### config.mk
export PLATFORM = sky130hd
export DESIGN_NAME = irq_stat_unit
export DESIGN_NICKNAME = d
export VERILOG_FILES = /design/src/rtl/irq_stat_pkg.sv /design/src/rtl/irq_status_bank.sv /design/src/rtl/irq_cfg_regs.sv /design/src/rtl/irq_combine.sv /design/src/rtl/irq_stat_unit.sv
export SDC_FILE = /design/constraint.sdc
export NUM_CORES = 1
export LEC_CHECK = 0
export ABC_AREA = 1
export BUFFER_PORTS_ARGS = -buffer_cell sky130_fd_sc_hd__buf_4
export CORE_UTILIZATION = 49
export CTS_CLUSTER_DIAMETER = 100
export DETAILED_ROUTE_END_ITERATION = 8
export GPL_TIMING_DRIVEN = 1
export PLACE_DENSITY_LB_ADDON = 0.3
export SETUP_SLACK_MARGIN = 0.15
export SLEW_MARGIN = 20
export SYNTH_ARGS = -nofsm -noshare
export SYNTH_HDL_FRONTEND = slang
export SYNTH_SLANG_ARGS = --single-unit
### constraint.sdc
create_clock -name clk -period 1.9 [get_ports clk]
set_input_delay 0.38 -clock clk [delete_from_list [all_inputs] [get_ports clk]]
set_output_delay 0.38 -clock clk [all_outputs]
set_load 0.05 [all_outputs]
### src/rtl/irq_stat_pkg.sv
package irq_stat_pkg;

   typedef enum logic [1:0] {
      REG_LSTAT = 2'd0,
      REG_LMASK = 2'd1,
      REG_PSTAT = 2'd2,
      REG_CTRL  = 2'd3
   } reg_sel_e;

   // How a register write removes pending bits
   typedef enum logic {
      CLR_ON_ZERO = 1'b0,
      CLR_ON_ONE  = 1'b1
   } clr_mode_e;

endpackage

### src/rtl/irq_status_bank.sv
module irq_status_bank
   import irq_stat_pkg::*;
#(
   parameter int        W        = 8,
   parameter clr_mode_e CLR_MODE = CLR_ON_ONE
) (
   input  logic         clk,
   input  logic         rst_n,
   input  logic [W-1:0] evt_i,
   input  logic         wr_i,
   input  logic [W-1:0] wdata_i,
   output logic [W-1:0] stat_o
);

   logic [W-1:0] clr_w;
   logic [W-1:0] stat_q;

   generate
      if (CLR_MODE == CLR_ON_ZERO) begin : g_clr_zero
         assign clr_w = wr_i ? ~wdata_i : '0;
      end else begin : g_clr_one
         assign clr_w = wr_i ? wdata_i : '0;
      end
   endgenerate

   // A new event has priority over a clear in the same cycle
   always_ff @(posedge clk or negedge rst_n) begin
      if (!rst_n) stat_q <= '0;
      else        stat_q <= (stat_q & ~clr_w) | evt_i;
   end

   assign stat_o = stat_q;

endmodule

### src/rtl/irq_cfg_regs.sv
module irq_cfg_regs #(
   parameter int W = 8
) (
   input  logic         clk,
   input  logic         rst_n,
   input  logic         mask_wr_i,
   input  logic         ctrl_wr_i,
   input  logic [W-1:0] mask_wdata_i,
   input  logic         en_wdata_i,
   output logic [W-1:0] mask_o,
   output logic         en_o
);

   logic [W-1:0] mask_q;
   logic         en_q;

   always_ff @(posedge clk or negedge rst_n) begin
      if (!rst_n) begin
         mask_q <= '0;
         en_q   <= 1'b0;
      end else begin
         if (mask_wr_i) mask_q <= mask_wdata_i;
         if (ctrl_wr_i) en_q   <= en_wdata_i;
      end
   end

   assign mask_o = mask_q;
   assign en_o   = en_q;

endmodule

### src/rtl/irq_combine.sv
module irq_combine #(
   parameter int LW      = 8,
   parameter int PW      = 4,
   parameter bit REG_OUT = 1'b0
) (
   input  logic          clk,
   input  logic          rst_n,
   input  logic [LW-1:0] lstat_i,
   input  logic [LW-1:0] mask_i,
   input  logic          en_i,
   input  logic [PW-1:0] pstat_i,
   output logic          irq_o
);

   logic lcl_req_w;
   logic irq_c;

   assign lcl_req_w = en_i & (|(lstat_i & mask_i));
   assign irq_c     = lcl_req_w | (|pstat_i);

   generate
      if (REG_OUT) begin : g_reg
         logic irq_q;
         always_ff @(posedge clk or negedge rst_n) begin
            if (!rst_n) irq_q <= 1'b0;
            else        irq_q <= irq_c;
         end
         assign irq_o = irq_q;
      end else begin : g_comb
         logic clk_unused;
         assign clk_unused = clk ^ rst_n;
         assign irq_o = irq_c;
      end
   endgenerate

endmodule

### src/rtl/irq_stat_unit.sv
module irq_stat_unit
   import irq_stat_pkg::*;
#(
   parameter int LCL_W    = 8,
   parameter int PERR_W   = 4,
   parameter int PERR_LSB = 12,
   parameter int DATA_W   = 16,
   parameter bit REG_IRQ  = 1'b0
) (
   input  logic              clk,
   input  logic              rst_n,
   input  logic [LCL_W-1:0]  lcl_evt,
   input  logic [PERR_W-1:0] perr_evt,
   input  logic              reg_wen,
   input  logic [1:0]        reg_addr,
   input  logic [DATA_W-1:0] reg_wdata,
   output logic [DATA_W-1:0] reg_rdata,
   output logic              irq_o
);

   localparam int PERR_MSB = PERR_LSB + PERR_W - 1;

   generate
      if (PERR_MSB >= DATA_W) begin : g_bad_perr
         $error("irq_stat_unit: error field does not fit the data word");
      end
      if (LCL_W > DATA_W) begin : g_bad_lcl
         $error("irq_stat_unit: local byte wider than the data word");
      end
   endgenerate

   logic [LCL_W-1:0]  lstat_w;
   logic [LCL_W-1:0]  mask_w;
   logic [PERR_W-1:0] pstat_w;
   logic              en_w;
   logic              wr_lstat, wr_pstat, wr_mask, wr_ctrl;
   logic              wdata_unused;

   assign wr_lstat = reg_wen && (reg_addr == REG_LSTAT);
   assign wr_mask  = reg_wen && (reg_addr == REG_LMASK);
   assign wr_pstat = reg_wen && (reg_addr == REG_PSTAT);
   assign wr_ctrl  = reg_wen && (reg_addr == REG_CTRL);
   assign wdata_unused = ^reg_wdata;

   irq_status_bank #(.W(LCL_W), .CLR_MODE(CLR_ON_ZERO)) u_lstat (
      .clk(clk), .rst_n(rst_n), .evt_i(lcl_evt), .wr_i(wr_lstat),
      .wdata_i(reg_wdata[LCL_W-1:0]), .stat_o(lstat_w)
   );

   irq_status_bank #(.W(PERR_W), .CLR_MODE(CLR_ON_ONE)) u_pstat (
      .clk(clk), .rst_n(rst_n), .evt_i(perr_evt), .wr_i(wr_pstat),
      .wdata_i(reg_wdata[PERR_MSB:PERR_LSB]), .stat_o(pstat_w)
   );

   irq_cfg_regs #(.W(LCL_W)) u_cfg (
      .clk(clk), .rst_n(rst_n), .mask_wr_i(wr_mask), .ctrl_wr_i(wr_ctrl),
      .mask_wdata_i(reg_wdata[LCL_W-1:0]), .en_wdata_i(reg_wdata[0]),
      .mask_o(mask_w), .en_o(en_w)
   );

   irq_combine #(.LW(LCL_W), .PW(PERR_W), .REG_OUT(REG_IRQ)) u_comb (
      .clk(clk), .rst_n(rst_n), .lstat_i(lstat_w), .mask_i(mask_w),
      .en_i(en_w), .pstat_i(pstat_w), .irq_o(irq_o)
   );

   always_comb begin
      reg_rdata = '0;
      unique case (reg_sel_e'(reg_addr))
         REG_LSTAT: reg_rdata[LCL_W-1:0]       = lstat_w;
         REG_LMASK: reg_rdata[LCL_W-1:0]       = mask_w;
         REG_PSTAT: reg_rdata[PERR_MSB:PERR_LSB] = pstat_w;
         REG_CTRL:  reg_rdata[0]               = en_w;
      endcase
   end

endmodule

# --- Word-level counts from Yosys, hierarchy flattened ---
# Cells that the tools add are included.
op_classes:
  bitwise_logic: 10
  eq_ne: 3
  mux: 5
  reduce_logical: 7
op_table:
  columns: ["cell", "count"]
  rows:
  - ["AND 8 bit", 2]
  - ["inverter 8 bit", 2]
  - ["one-hot mux 7 bit (2 select lines)", 1]
  - ["two-way mux 4 bit", 2]
  - ["two-way mux 8 bit", 1]
  - ["OR 8 bit", 1]
  - ["OR reduction 8 bit", 1]
  - ["AND 4 bit", 1]
  - ["equality test 2 bit, second input constant", 2]
  - ["logical AND 1 bit", 4]
  - ["inverter 4 bit", 1]
  - ["OR 4 bit", 1]
  - ["OR reduction 4 bit", 1]
  - ["one-hot mux 1 bit (3 select lines)", 1]
  - ["equality test 2 x 1 -> 1 bit, second input constant", 1]
  - ["zero test 2 bit", 1]
  - ["AND 1 bit", 1]
  - ["OR 1 bit", 1]
totals:
  out_inout_bits: 17
  input_bits: 33
  elab_cells: 29
  reg_bits: 21

# --- Depth between registers and ports, before layout ---
depth:
  word_depth: 6
  depth_mapped: 6
  depth_no_buf: 6

# --- By module ---
# Synthesis repeated with hierarchy kept, for this count alone.
unflattened:
  hier_cells: 174
  hier_area_um2: 1157.4
modules_own_cells:
  columns: ["mod", "cells_per_inst", "seq_area_each_um2", "n_inst", "area_per_inst_um2"]
  rows:
  - ["irq_status_bank at u_lstat", 49, 200.2, 1, 355.3]
  - ["irq_cfg_regs", 39, 225.2, 1, 345.3]
  - ["irq_stat_unit", 48, 0.0, 1, 220.2]
  - ["irq_status_bank at u_pstat", 20, 100.1, 1, 160.2]
  - ["irq_combine", 18, 0.0, 1, 76.3]

# --- Worst setup path after synthesis ---
# No wires, ideal clock.
synth_timing:
  path_kind: "input to output"
  from: "input reg_addr[1]"
  to: "output reg_rdata[12]"
  path_slack_ns: 0.242
  required_time_ns: 1.520
  n_path_buf: 0
  path_stages: 4
  arrival_ns: 1.278
  cell_sequence: "inv_2 > nor2_2 > inv_1 > nor2_1"
synth_via:
  elab_chain_cells: 2
synth_lines:
  columns: ["item", "line", "text"]
  rows:
  - ["start, declared", "irq_stat_unit.sv:15", "input logic [1:0] reg_addr,"]
  - ["equality test 2 bit", "irq_stat_unit.sv:68", "unique case (reg_sel_e'(reg_addr))"]
  - ["two-way mux 4 bit", "irq_stat_unit.sv:68", null]
  - ["end, declared", "irq_stat_unit.sv:17", "output logic [DATA_W-1:0] reg_rdata,"]
# Every way passes these cells.

# --- Final worst setup path ---
layout_timing:
  from: "register u_cfg.mask_q[3], in the netlist u_cfg.mask_o[3]"
  to: "output irq_o"
layout_via:
  elab_chain_cells: 4
layout_lines:
  columns: ["item", "line", "text"]
  rows:
  - ["start, declared", "irq_cfg_regs.sv:14", "logic [W-1:0] mask_q;"]
  - ["start signal, assigned", "irq_cfg_regs.sv:22", "if (mask_wr_i) mask_q <= mask_wdata_i;"]
  - ["AND 8 bit", "irq_combine.sv:18", "assign lcl_req_w = en_i & (|(lstat_i & mask_i));"]
  - ["OR reduction 8 bit", "irq_combine.sv:18", null]
  - ["AND 1 bit", "irq_combine.sv:18", null]
  - ["OR 1 bit", "irq_combine.sv:19", "assign irq_c = lcl_req_w | (|pstat_i);"]
  - ["end, declared", "irq_stat_unit.sv:18", "output logic irq_o"]
# Every way passes these cells.

==> run summary <==
Xor and xnor fraction of the mapped netlist area - 0%
Core area - 2020 µm²
Synth Area in Compound Gates - 13.5%
Final Instance Area - 1430 µm²
WL met2 - 1250 µm
Mapped Cells - 132
Unique masters post-synth - 18
Crit Path Max Fanout - 3
Max-cap violations - 0
Setup TNS Final - 0 ps
Placer Congestion - 0.784
Met1 wire length - 1010 µm
Worst path max stage delay - 420 ps
RR Endpoint - u_pstat.stat_o[3]$_DFF_PN0_
Pre-CTS WS - 269 ps
Multi-input logic area - 460 µm²
Mapped cell area - 1080 µm²
DPL Wire Length - 1800 µm
Mux contribution to synthesized area - 0%
Fin nets - 209
CTS Buf Count - 3
Adder-cell share of the synthesized area - 0%
R2r worst-path depth - 1
Width of the die - 48.9 µm
Simple-Gate Fraction of Synth Area - 27.3%
Routed wire length - 2410 µm
CP Capture Type - output pin
Run status - complete, no violations
Crit path DAT - 1280 ps
Placed Cells - 197
Area grow syn2layout - 32.5%
Root Buffer - clkbuf_4
Detailed Route Iter0 Violations - 12
Post-synth top area share - 48.8%
Max layer used - met4
Post-DR vias/cell - 5.03
Hold slack - 245 ps
Minimum clock period - 1660 ps
CP most frequent cell - nand2_1
Top cells by area, synth - dfrtp_1, nand2_1, nand3_1
Worst Hold Path EP - u_pstat.stat_o[2]$_DFF_PN0_
Met3 routed WL - 96 µm
Die footprint - 2390 µm²
Worst setup path class - reg -> out
H-Tree Depth - 1
VDD IR-drop max - 0.000612 V
Hold Vio Cnt, Final - 0
Layout cell share with drive strength beyond 1 - 30.3%
Clock slew at reported path FFs - 110 ps
Clk buf depth - 2
Total gr overflow - 0
Initial Util - 53.3%
Final core occ - 70.6%
Synthesized area per cell - 8.16 µm²
Die Height - 48.9 µm
Gr usage total - 23.1%
Hold Crit Depth - 2
Drt pass-1 iters - 4
Worst-path cell chain - nand2_1 -> nand2_1 -> nor2_1 -> nand2_1 -> nand2_1 -> nand2_1 -> buf_6
Fmax achieved - 603 MHz
Clock latency on the worst-skew pair - 300 ps
Slew Limit Fails - 0
Register area share after synthesis - 48.8%
Largest net degree at the start of global routing - 22
Worst flop-to-flop path startpoint - u_pstat.stat_o[3]$_DFF_PN0_
Total power - 1.04 mW
PwrDens - 730 nW/µm²
Antenna-violating nets left - 0
RSZ-0062 raised after global routing - true
Crit-path slowest cell - dfrtp_1
Placed cell area - 1380 µm²
Min-Delay Path Class - in -> reg
Internal reg-to-reg setup slack - 1190 ps
Core Rows - 16
Sequential Area - 526 µm²
Tcrit/Tclk final - 87.3%
CP required - 1520 ps
Largest family of logic cells by synthesized area - simple AND/OR/NAND/NOR gates
Flops & latches, synth - 21
First-pass GRT wire length - 4220 µm
Yosys top cell by area - dfrtp_1
Via count - 1016
Post-CTS setup buffer count - 0
CP Launch Type - flop
Total DRC errors in the routed layout - 0
Hold Crit Start - perr_evt[2]
I/O Buffers - 41
Wire per inst - 11.9 µm
Non-Filler Instances - 202
Final setup viols - 0
TritonCTS clock tree - built
Final WS setup - 241 ps
Leakage - 0.756 nW
# IOs - 50
Clock sink total - 21
Skew final - 0 ps
Antenna diodes - 0
Number of synthesis warnings - 0
Initial antenna violation count - 0
Layout fillers - 178
Worst Setup SP - u_cfg.mask_o[3]$_DFFE_PN0P_
Vias in the first global route - 999
-- layer usage --
metal | track usage (%) | vias to the layer above
li1 | - | 502
met1 | 27.7 | 475
met2 | 40.7 | 33
met3 | 3.43 | 6
met4 | 10.3 | 0
met5 | 0 | -
-- critical path, delay by kind of cell (launching register included) --
kind / cells / cell delay [ps]
buffers and inverters: 1 / 160
flip-flops: 1 / 420
AND/OR/NAND/NOR: 6 / 390
-- worst max path at each step --
stage                     to  slack (ps)  cells after the start
2_1_floorplan  reg_rdata[12]         240                      4
3_3_place_gp    reg_rdata[4]         270                      4
3_5_place_dp    reg_rdata[0]         270                      5
4_1_cts                irq_o         220                      7
5_1_grt                irq_o         130                      7
6_report               irq_o         240                      7
-- synth_stat cells --
library cell	instances
nand3_1	14
o21ai_0	8
o21ai_1	1
a21o_1	4
o21ai_2	1
conb_1	1
nor2_1	6
buf_6	1
nor2_2	1
nand2_1	41
nor4_1	1
nor2_4	2
dfrtp_1	21
inv_2	2
buf_4	5
a22o_1	7
inv_1	14
nand2_2	2
-- where the power goes --
group	switching (mW)	internal, mW	leakage [nW]
clock network	0.135	0.0819	0.0150
registers	0.0318	0.486	0.222
logic	0.194	0.114	0.519
total	0.360	0.682	0.756
-- flip-flops by register name, indices dropped and copies added (netlist names) --
name	count
u_cfg.en_o	1
u_pstat.stat_o	4
u_lstat.stat_o	8
u_cfg.mask_o	8
-- cell families after synthesis --
kind of cell / count (synthesis)
compound gates: 21
flops: 21
buf+inv: 22
other cells: 1
simple gates: 67
-- cell type report --
| type | count | area share, % |
|---|---|---|
| inverter | 16 | 4.21 |
| sequential | 21 | 36.8 |
| clock buffer | 4 | 1.84 |
| tap | 27 | 2.37 |
| timing repair buffer | 42 | 22.5 |
| multi-input combinational | 92 | 32.3 |
-- layout by cell type, fill, tap and decap left out, types with 3 or more instances in the layout --
cell type and n:
a21o_1 4, nor2_1 6, nand3_1 14, dfrtp_1 21, conb_1 4, o21ai_0 8
inv_1 14, a22o_1 7, clkbuf_4 3, nand2_1 41, buf_4 40
-- timing repair --
item | 4_1_cts | 5_1_grt
gates resized for setup | 0 | 2
hold endpoints to repair | 21 | 0
setup endpoints to repair | 0 | 1
hold buffers | 1 | 0
(Power assumes the default switching activity.)
